`config.mk`:
```
export PLATFORM = sky130hd
export DESIGN_NAME = fir_tap_cell
export DESIGN_NICKNAME = d
export VERILOG_FILES = /design/src/rtl/fir_cell_pkg.sv /design/src/rtl/fir_operand_fmt.sv /design/src/rtl/fir_coef_path.sv /design/src/rtl/fir_mac_acc.sv /design/src/rtl/fir_tap_cell.sv
export SDC_FILE = /design/constraint.sdc
export NUM_CORES = 1
export LEC_CHECK = 0
export BUFFER_PORTS_ARGS = -buffer_cell sky130_fd_sc_hd__buf_2
export CAP_MARGIN = 20
export CORE_ASPECT_RATIO = 1.2
export CORE_MARGIN = 10
export CORE_UTILIZATION = 60
export DETAILED_ROUTE_END_ITERATION = 12
export GPL_ROUTABILITY_DRIVEN = 0
export GPL_TIMING_DRIVEN = 0
export PLACE_DENSITY = 0.88
export SLEW_MARGIN = 20
export SYNTH_ARGS = -nofsm -noshare
export SYNTH_HDL_FRONTEND = slang
export SYNTH_SLANG_ARGS = --single-unit
```
`constraint.sdc`:
```
create_clock -name clk -period 7.65 [get_ports clk]
set_clock_uncertainty 0.15 [all_clocks]
set_input_delay 1.9125 -clock clk [delete_from_list [all_inputs] [get_ports clk]]
set_output_delay 1.9125 -clock clk [all_outputs]
set_load 0.02 [all_outputs]
```
`src/rtl/fir_cell_pkg.sv`:
```
package fir_cell_pkg;

  // Outgoing coefficient delay, as encoded on the select input
  typedef enum logic [1:0] {
    DEC_BY_1 = 2'd0,
    DEC_BY_2 = 2'd1,
    DEC_BY_3 = 2'd2,
    DEC_BY_4 = 2'd3
  } dec_rate_e;

  localparam int DEF_OPND_W = 9;
  localparam int DEF_ACC_W  = 26;
  localparam int DEF_STAGES = 3;

endpackage

```
`src/rtl/fir_operand_fmt.sv`:
```
module fir_operand_fmt #(
  parameter int W = 9
) (
  input  logic [W-1:0]        raw,
  input  logic                is_signed,
  output logic signed [W-1:0] val
);

  // Unsigned: the top bit is dropped and the low W-1 bits are zero-extended
  always_comb begin
    if (is_signed) val = raw;
    else           val = {1'b0, raw[W-2:0]};
  end

endmodule

```
`src/rtl/fir_coef_path.sv`:
```
module fir_coef_path #(
  parameter int W      = 9,
  parameter int STAGES = 3,
  localparam int SELW  = $clog2(STAGES + 1)
) (
  input  logic            clk,
  input  logic            rst,
  input  logic            cin_en,
  input  logic [W-1:0]    cin,
  input  logic [SELW-1:0] dec_sel,
  output logic [W-1:0]    coef_q,
  output logic [W-1:0]    first_delay,
  output logic [W-1:0]    cout
);

  // stage[0] holds the active coefficient; the higher stages are the delays
  logic [W-1:0] stage [0:STAGES];

  always_ff @(posedge clk) begin
    if (rst)         stage[0] <= '0;
    else if (cin_en) stage[0] <= cin;
  end

  for (genvar i = 1; i <= STAGES; i++) begin : g_delay
    always_ff @(posedge clk) begin
      if (rst)         stage[i] <= '0;
      else if (cin_en) stage[i] <= stage[i-1];
    end
  end

  always_comb begin
    cout = stage[0];
    for (int i = 1; i <= STAGES; i++) begin
      if (dec_sel == SELW'(i)) cout = stage[i];
    end
  end

  assign coef_q      = stage[0];
  assign first_delay = stage[1];

endmodule

```
`src/rtl/fir_mac_acc.sv`:
```
module fir_mac_acc #(
  parameter int DW   = 9,
  parameter int CW   = 9,
  parameter int ACCW = 26,
  localparam int PW  = DW + CW
) (
  input  logic                   clk,
  input  logic                   rst,
  input  logic                   erase,
  input  logic                   din_en,
  input  logic signed [DW-1:0]   a,
  input  logic signed [CW-1:0]   b,
  output logic signed [ACCW-1:0] acc
);

  logic signed [PW-1:0]   prod;
  logic signed [ACCW-1:0] prod_ext;

  assign prod     = a * b;
  assign prod_ext = {{(ACCW-PW){prod[PW-1]}}, prod};

  always_ff @(posedge clk) begin
    if (rst || erase) acc <= '0;
    else if (din_en)  acc <= acc + prod_ext;
  end

endmodule

```
`src/rtl/fir_tap_cell.sv`:
```
module fir_tap_cell
  import fir_cell_pkg::*;
#(
  parameter int DATA_W   = DEF_OPND_W,
  parameter int COEF_W   = DEF_OPND_W,
  parameter int ACC_W    = DEF_ACC_W,
  parameter int STAGES   = DEF_STAGES,
  localparam int SEL_W   = $clog2(STAGES + 1)
) (
  input  logic              clk,
  input  logic              rst,
  input  logic [DATA_W-1:0] din,
  input  logic              din_en,
  input  logic              data_signed,
  input  logic [COEF_W-1:0] cin,
  input  logic              cin_en,
  input  logic              coef_signed,
  input  logic [SEL_W-1:0]  dec_sel,
  input  logic              erase,
  output logic [COEF_W-1:0] cout,
  output logic [ACC_W-1:0]  acc_out
);

  logic [DATA_W-1:0]        data_q;
  logic [COEF_W-1:0]        coef_now;
  logic [COEF_W-1:0]        tap1;
  logic signed [DATA_W-1:0] data_op;
  logic signed [COEF_W-1:0] coef_op;
  logic signed [ACC_W-1:0]  acc_s;

  always_ff @(posedge clk) begin
    if (rst)         data_q <= '0;
    else if (din_en) data_q <= din;
  end

  fir_coef_path #(.W(COEF_W), .STAGES(STAGES)) u_coef (
    .clk         (clk),
    .rst         (rst),
    .cin_en      (cin_en),
    .cin         (cin),
    .dec_sel     (dec_sel),
    .coef_q      (coef_now),
    .first_delay (tap1),
    .cout        (cout)
  );

  fir_operand_fmt #(.W(DATA_W)) u_dfmt (
    .raw       (data_q),
    .is_signed (data_signed),
    .val       (data_op)
  );

  fir_operand_fmt #(.W(COEF_W)) u_cfmt (
    .raw       (coef_now),
    .is_signed (coef_signed),
    .val       (coef_op)
  );

  fir_mac_acc #(.DW(DATA_W), .CW(COEF_W), .ACCW(ACC_W)) u_mac (
    .clk    (clk),
    .rst    (rst),
    .erase  (erase),
    .din_en (din_en),
    .a      (data_op),
    .b      (coef_op),
    .acc    (acc_s)
  );

  assign acc_out = acc_s;

endmodule

```
==> run_summary.xml <==
<?xml version="1.0" encoding="UTF-8"?>
<metrics>
  <group name="drt">
    <metric name="vias" unit="">5616</metric>
    <metric name="vias_per_cell" unit="">5.53</metric>
    <metric name="drtPass1Iterations" unit="">5</metric>
    <metric name="route.detailed.wl_per_inst" unit="um">16.9</metric>
    <metric name="postRouteAntennaNets" unit="">0</metric>
    <metric name="initialDrtViolationCount" unit="">326</metric>
    <metric name="drc" unit="">0</metric>
    <metric name="drt_wl_total" unit="um">17200</metric>
  </group>
  <group name="cells_and_area">
    <metric name="insertedDiodeCount" unit="">0</metric>
    <metric name="layout_area_overhead" unit="%">10.7</metric>
    <metric name="filler_cell_count" unit="">917</metric>
    <metric name="final_layout_size_suffix_gt1_share" unit="%">11.9</metric>
    <metric name="finish.instance_area" unit="um2">8410</metric>
    <metric name="utilization" unit="%">68.8</metric>
    <metric name="final_net_count" unit="">1043</metric>
  </group>
  <group name="sta">
    <metric name="grt_setup_unrepaired" unit="">no</metric>
    <metric name="final-setup-viol-count" unit="">0</metric>
    <metric name="min_period" unit="ns">7.32</metric>
    <metric name="final-max-slew-violation-count" unit="">0</metric>
    <metric name="worst-slew-pin-transition" unit="ns">0.913</metric>
    <metric name="timing.final.hold_violations" unit="">0</metric>
    <metric name="slew_headroom" unit="%">38.9</metric>
    <metric name="max_freq" unit="GHz">0.137</metric>
    <metric name="timing.final.crit_share" unit="%">95.7</metric>
  </group>
  <group name="global_route">
    <metric name="largest_net_degree_at_the_start_of_global_routing" unit="">37</metric>
    <metric name="grt-ovfl-total" unit="">0</metric>
    <metric name="number_of_global_route_vias_before_repair" unit="">6131</metric>
    <metric name="grt_util_all_layers" unit="%">21.0</metric>
    <metric name="grt_first_pass_wirelength" unit="um">29300</metric>
    <metric name="antenna_violations_before_repair" unit="">0</metric>
  </group>
  <group name="power_and_ir_drop">
    <metric name="ir_worst_vdd" unit="V">0.000113</metric>
    <metric name="power.switching_fraction" unit="%">37.7</metric>
    <metric name="power_share_of_the_clock_group" unit="%">31.2</metric>
    <metric name="power_frac_seq" unit="%">29.6</metric>
    <metric name="power-per-cell-area" unit="nW/um2">181</metric>
    <metric name="power.net_switching" unit="mW">0.574</metric>
    <metric name="leakage" unit="nW">4.36</metric>
    <metric name="comb_power_share" unit="%">39.2</metric>
    <metric name="power.internal" unit="mW">0.947</metric>
  </group>
  <group name="worst_setup_path">
    <metric name="cp_data_required_time" unit="ns">7.75</metric>
    <metric name="worst-path-max-fanout" unit="">9</metric>
    <metric name="worst-setup-path-type" unit="">input port to flop</metric>
    <metric name="worst_r2r_path_depth" unit="">19</metric>
    <metric name="regToRegEndpoint" unit="">u_mac.acc[25]</metric>
    <metric name="arrival" unit="ns">7.42</metric>
    <metric name="crit_path_end_kind" unit="">flop</metric>
    <metric name="register_to_register_setup_slack" unit="ns">1.40</metric>
    <metric name="timing.rr.start" unit="">u_coef.stage[0][0]</metric>
    <metric name="critPathLaunchType" unit="">input port</metric>
  </group>
  <group name="synthesis">
    <metric name="synth.most_common_cell" unit="">inv_1</metric>
    <metric name="yosysSeqAreaShare" unit="%">23.5</metric>
    <metric name="syn_nets" unit="">975</metric>
    <metric name="synth-async-reset-ratio" unit="%">0</metric>
    <metric name="postSynthAreaPerCell" unit="um2">9.72</metric>
    <metric name="distinct_cell_type_count_after_synthesis" unit="">51</metric>
    <metric name="synth.top_cells.by_area" unit="">fa_1, edfxtp_1, ha_1, dfxtp_1, inv_1</metric>
    <metric name="synth_top_area_share" unit="%">26.9</metric>
    <metric name="synth.ff_latch_count" unit="">71</metric>
    <metric name="synthesis.yosys.warnings" unit="">0</metric>
    <metric name="count_of_flip_flops_with_a_built_in_enable_after_synthesis" unit="">36</metric>
    <metric name="synth_cells" unit="">781</metric>
    <metric name="synth_top_cell_by_area" unit="">fa_1</metric>
    <metric name="synth_area" unit="um2">7590</metric>
    <metric name="ys_top_cells_by_count" unit="">inv_1, fa_1, nand2_1</metric>
    <metric name="synthFlopType" unit="">edfxtp_1</metric>
  </group>
  <group name="floorplanning">
    <metric name="dieArea" unit="um2">17600</metric>
    <metric name="rows" unit="">44</metric>
    <metric name="fp.dieW" unit="um">123</metric>
    <metric name="io-pin-count" unit="">62</metric>
    <metric name="die_height" unit="um">143</metric>
    <metric name="placeableCoreArea" unit="um2">12200</metric>
    <metric name="floorplan.initialDensity" unit="%">62.1</metric>
  </group>
  <group name="clocking">
    <metric name="clk_transition_reported_paths" unit="ns">0.06</metric>
    <metric name="cts_tree" unit="">done</metric>
    <metric name="ctsResizeCount" unit="">0</metric>
    <metric name="cts.root.buffer_cell" unit="">clkbuf_16</metric>
    <metric name="cts_max_path_buffers" unit="">2</metric>
    <metric name="clock_insertion_delay_at_the_later_pin_of_the_skew_report" unit="ns">0.36</metric>
    <metric name="clock-sinks" unit="">71</metric>
    <metric name="post-cts-setup-buffer-count" unit="">0</metric>
    <metric name="cts_max_level" unit="">3</metric>
    <metric name="ctsHoldBuffers" unit="">0</metric>
    <metric name="cts-buffers-inserted" unit="">9</metric>
  </group>
  <group name="min_path">
    <metric name="hold_start" unit="">u_mac.acc[22]</metric>
    <metric name="hold-path-endpoint" unit="">u_mac.acc[22]</metric>
    <metric name="hold_class" unit="">flop to flop</metric>
    <metric name="timing.hold.worst_path_depth" unit="">2</metric>
  </group>
  <group name="status">
    <metric name="outcome" unit="">finished, final reports clean</metric>
  </group>
  <group name="place">
    <metric name="place_hpwl" unit="um">13900</metric>
    <metric name="dpl_cell_area" unit="um2">8080</metric>
    <metric name="io_buffers" unit="">58</metric>
  </group>
  <group name="flow_run">
    <metric name="maxCapViolations" unit="">0</metric>
  </group>
</metrics>
-- power by group through the flow --
stage / combinational (mW) / sequential [mW] / clock (mW)
3_3_place_gp: 0.569 / 0.455 / 0
4_1_cts: 0.599 / 0.450 / 0.477
5_1_grt: 0.677 / 0.453 / 0.488
3_5_place_dp: 0.592 / 0.457 / 0
6_report: 0.596 / 0.450 / 0.475
2_1_floorplan: 0.431 / 0.462 / 0
-- layout make-up --
type | count | area [um2] | area share [%]
Clock buffer | 9 | 225 | 2.68
Multi-Input combinational cell | 501 | 5000 | 59.5
Tap cell | 161 | 201 | 2.40
Inverter | 174 | 653 | 7.77
Clock inverter | 7 | 103 | 1.22
Buffer | 34 | 149 | 1.77
Timing Repair Buffer | 58 | 290 | 3.45
Sequential cell | 71 | 1780 | 21.2
-- cell usage in the layout, fill, tap and decap left out, drive strengths merged, types with 2 or more instances in the layout --
cell type / synthesis / layout
o21bai: 3 / 3
xor2: 6 / 6
a21o: 9 / 9
buf: 9 / 67
a31oi: 7 / 7
dfxtp: 35 / 35
a211oi: 5 / 5
o21ba: 4 / 4
a21oi: 21 / 21
and3: 4 / 4
o31ai: 2 / 2
nand2: 66 / 66
edfxtp: 36 / 36
or2: 3 / 3
ha: 65 / 65
inv: 174 / 177
nor2: 41 / 41
and4: 3 / 3
bufinv: 0 / 2
clkbuf: 26 / 34
o211ai: 2 / 2
nand4: 5 / 5
clkinv: 0 / 2
and2: 62 / 62
nand3: 6 / 6
mux2i: 20 / 20
fa: 102 / 102
xnor2: 18 / 18
o21ai: 24 / 24
mux4: 9 / 9
-- worst max path at each step --
| stage | start | endpoint | slack (ns) |
|---|---|---|---|
| floorplan | data_signed | u_mac.acc[25] | 0.58 |
| global placement | data_signed | u_mac.acc[25] | 0.05 |
| detailed placement | data_signed | u_mac.acc[25] | -0.11 |
| CTS | data_signed | u_mac.acc[25] | 0.18 |
| global route | data_signed | u_mac.acc[25] | 0.08 |
| finish | data_signed | u_mac.acc[25] | 0.33 |
-- per-stage QoR --
stage / TNS (ns) / power, mW / instances / setup WS (ns) / hold WS (ns)
after CTS: 0 / 1.53 / 1016 / 0.178 / 0.326
after global routing: 0 / 1.62 / 1015 / 0.0762 / 0.350
after detailed placement: -0.106 / 1.05 / 1000 / -0.106 / 0.317
after global placement: 0 / 1.02 / 1000 / 0.0500 / 0.307
after floorplan: 0 / 0.894 / 781 / 0.585 / 0.330
final: 0 / 1.52 / 1015 / 0.326 / 0.322
-- per-layer routing --
| metal | wire length (um) | vias to the layer above | track usage (%) |
|---|---|---|---|
| met3 | 1030 | 53 | 5.13 |
| met5 | 0 | - | 0 |
| met1 | 6330 | 2785 | 22.5 |
| li1 | - | 2582 | - |
| met2 | 9210 | 196 | 38.0 |
| met4 | 592 | 0 | 9.44 |
-- kinds of logic after synthesis --
group | count (synthesis) | synth area share, %
AOI/OAI and AO/OA | 86 | 7.45
xor gates and xnor gates | 24 | 2.77
adders and majority gates | 167 | 37.6
buffers and inverters | 209 | 10.6
DFF | 71 | 23.5
muxes | 29 | 5.31
and+or+nand+nor | 195 | 12.8
-- registers in the layout (all words and copies together), names as in the netlist --
register and count:
u_coef.stage 36, u_mac.acc 26, data_q 9
-- critical path, stage by stage --
cell and delay, ns:
buf_2 0.09, and2_1 0.27, nand2_1 0.20, fa_1 0.68
fa_1 0.58, fa_1 0.67, inv_1 0.20, fa_1 0.52
inv_1 0.05, fa_1 0.47, inv_1 0.04, ha_1 0.25
buf_2 0.19, nand4_1 0.19, or3_1 0.37, a2bb2oi_1 0.14
o21a_1 0.12, a211oi_1 0.26, o21ai_1 0.11, o31ai_1 0.09
Note: power is estimated with default switching activity, not from simulation.
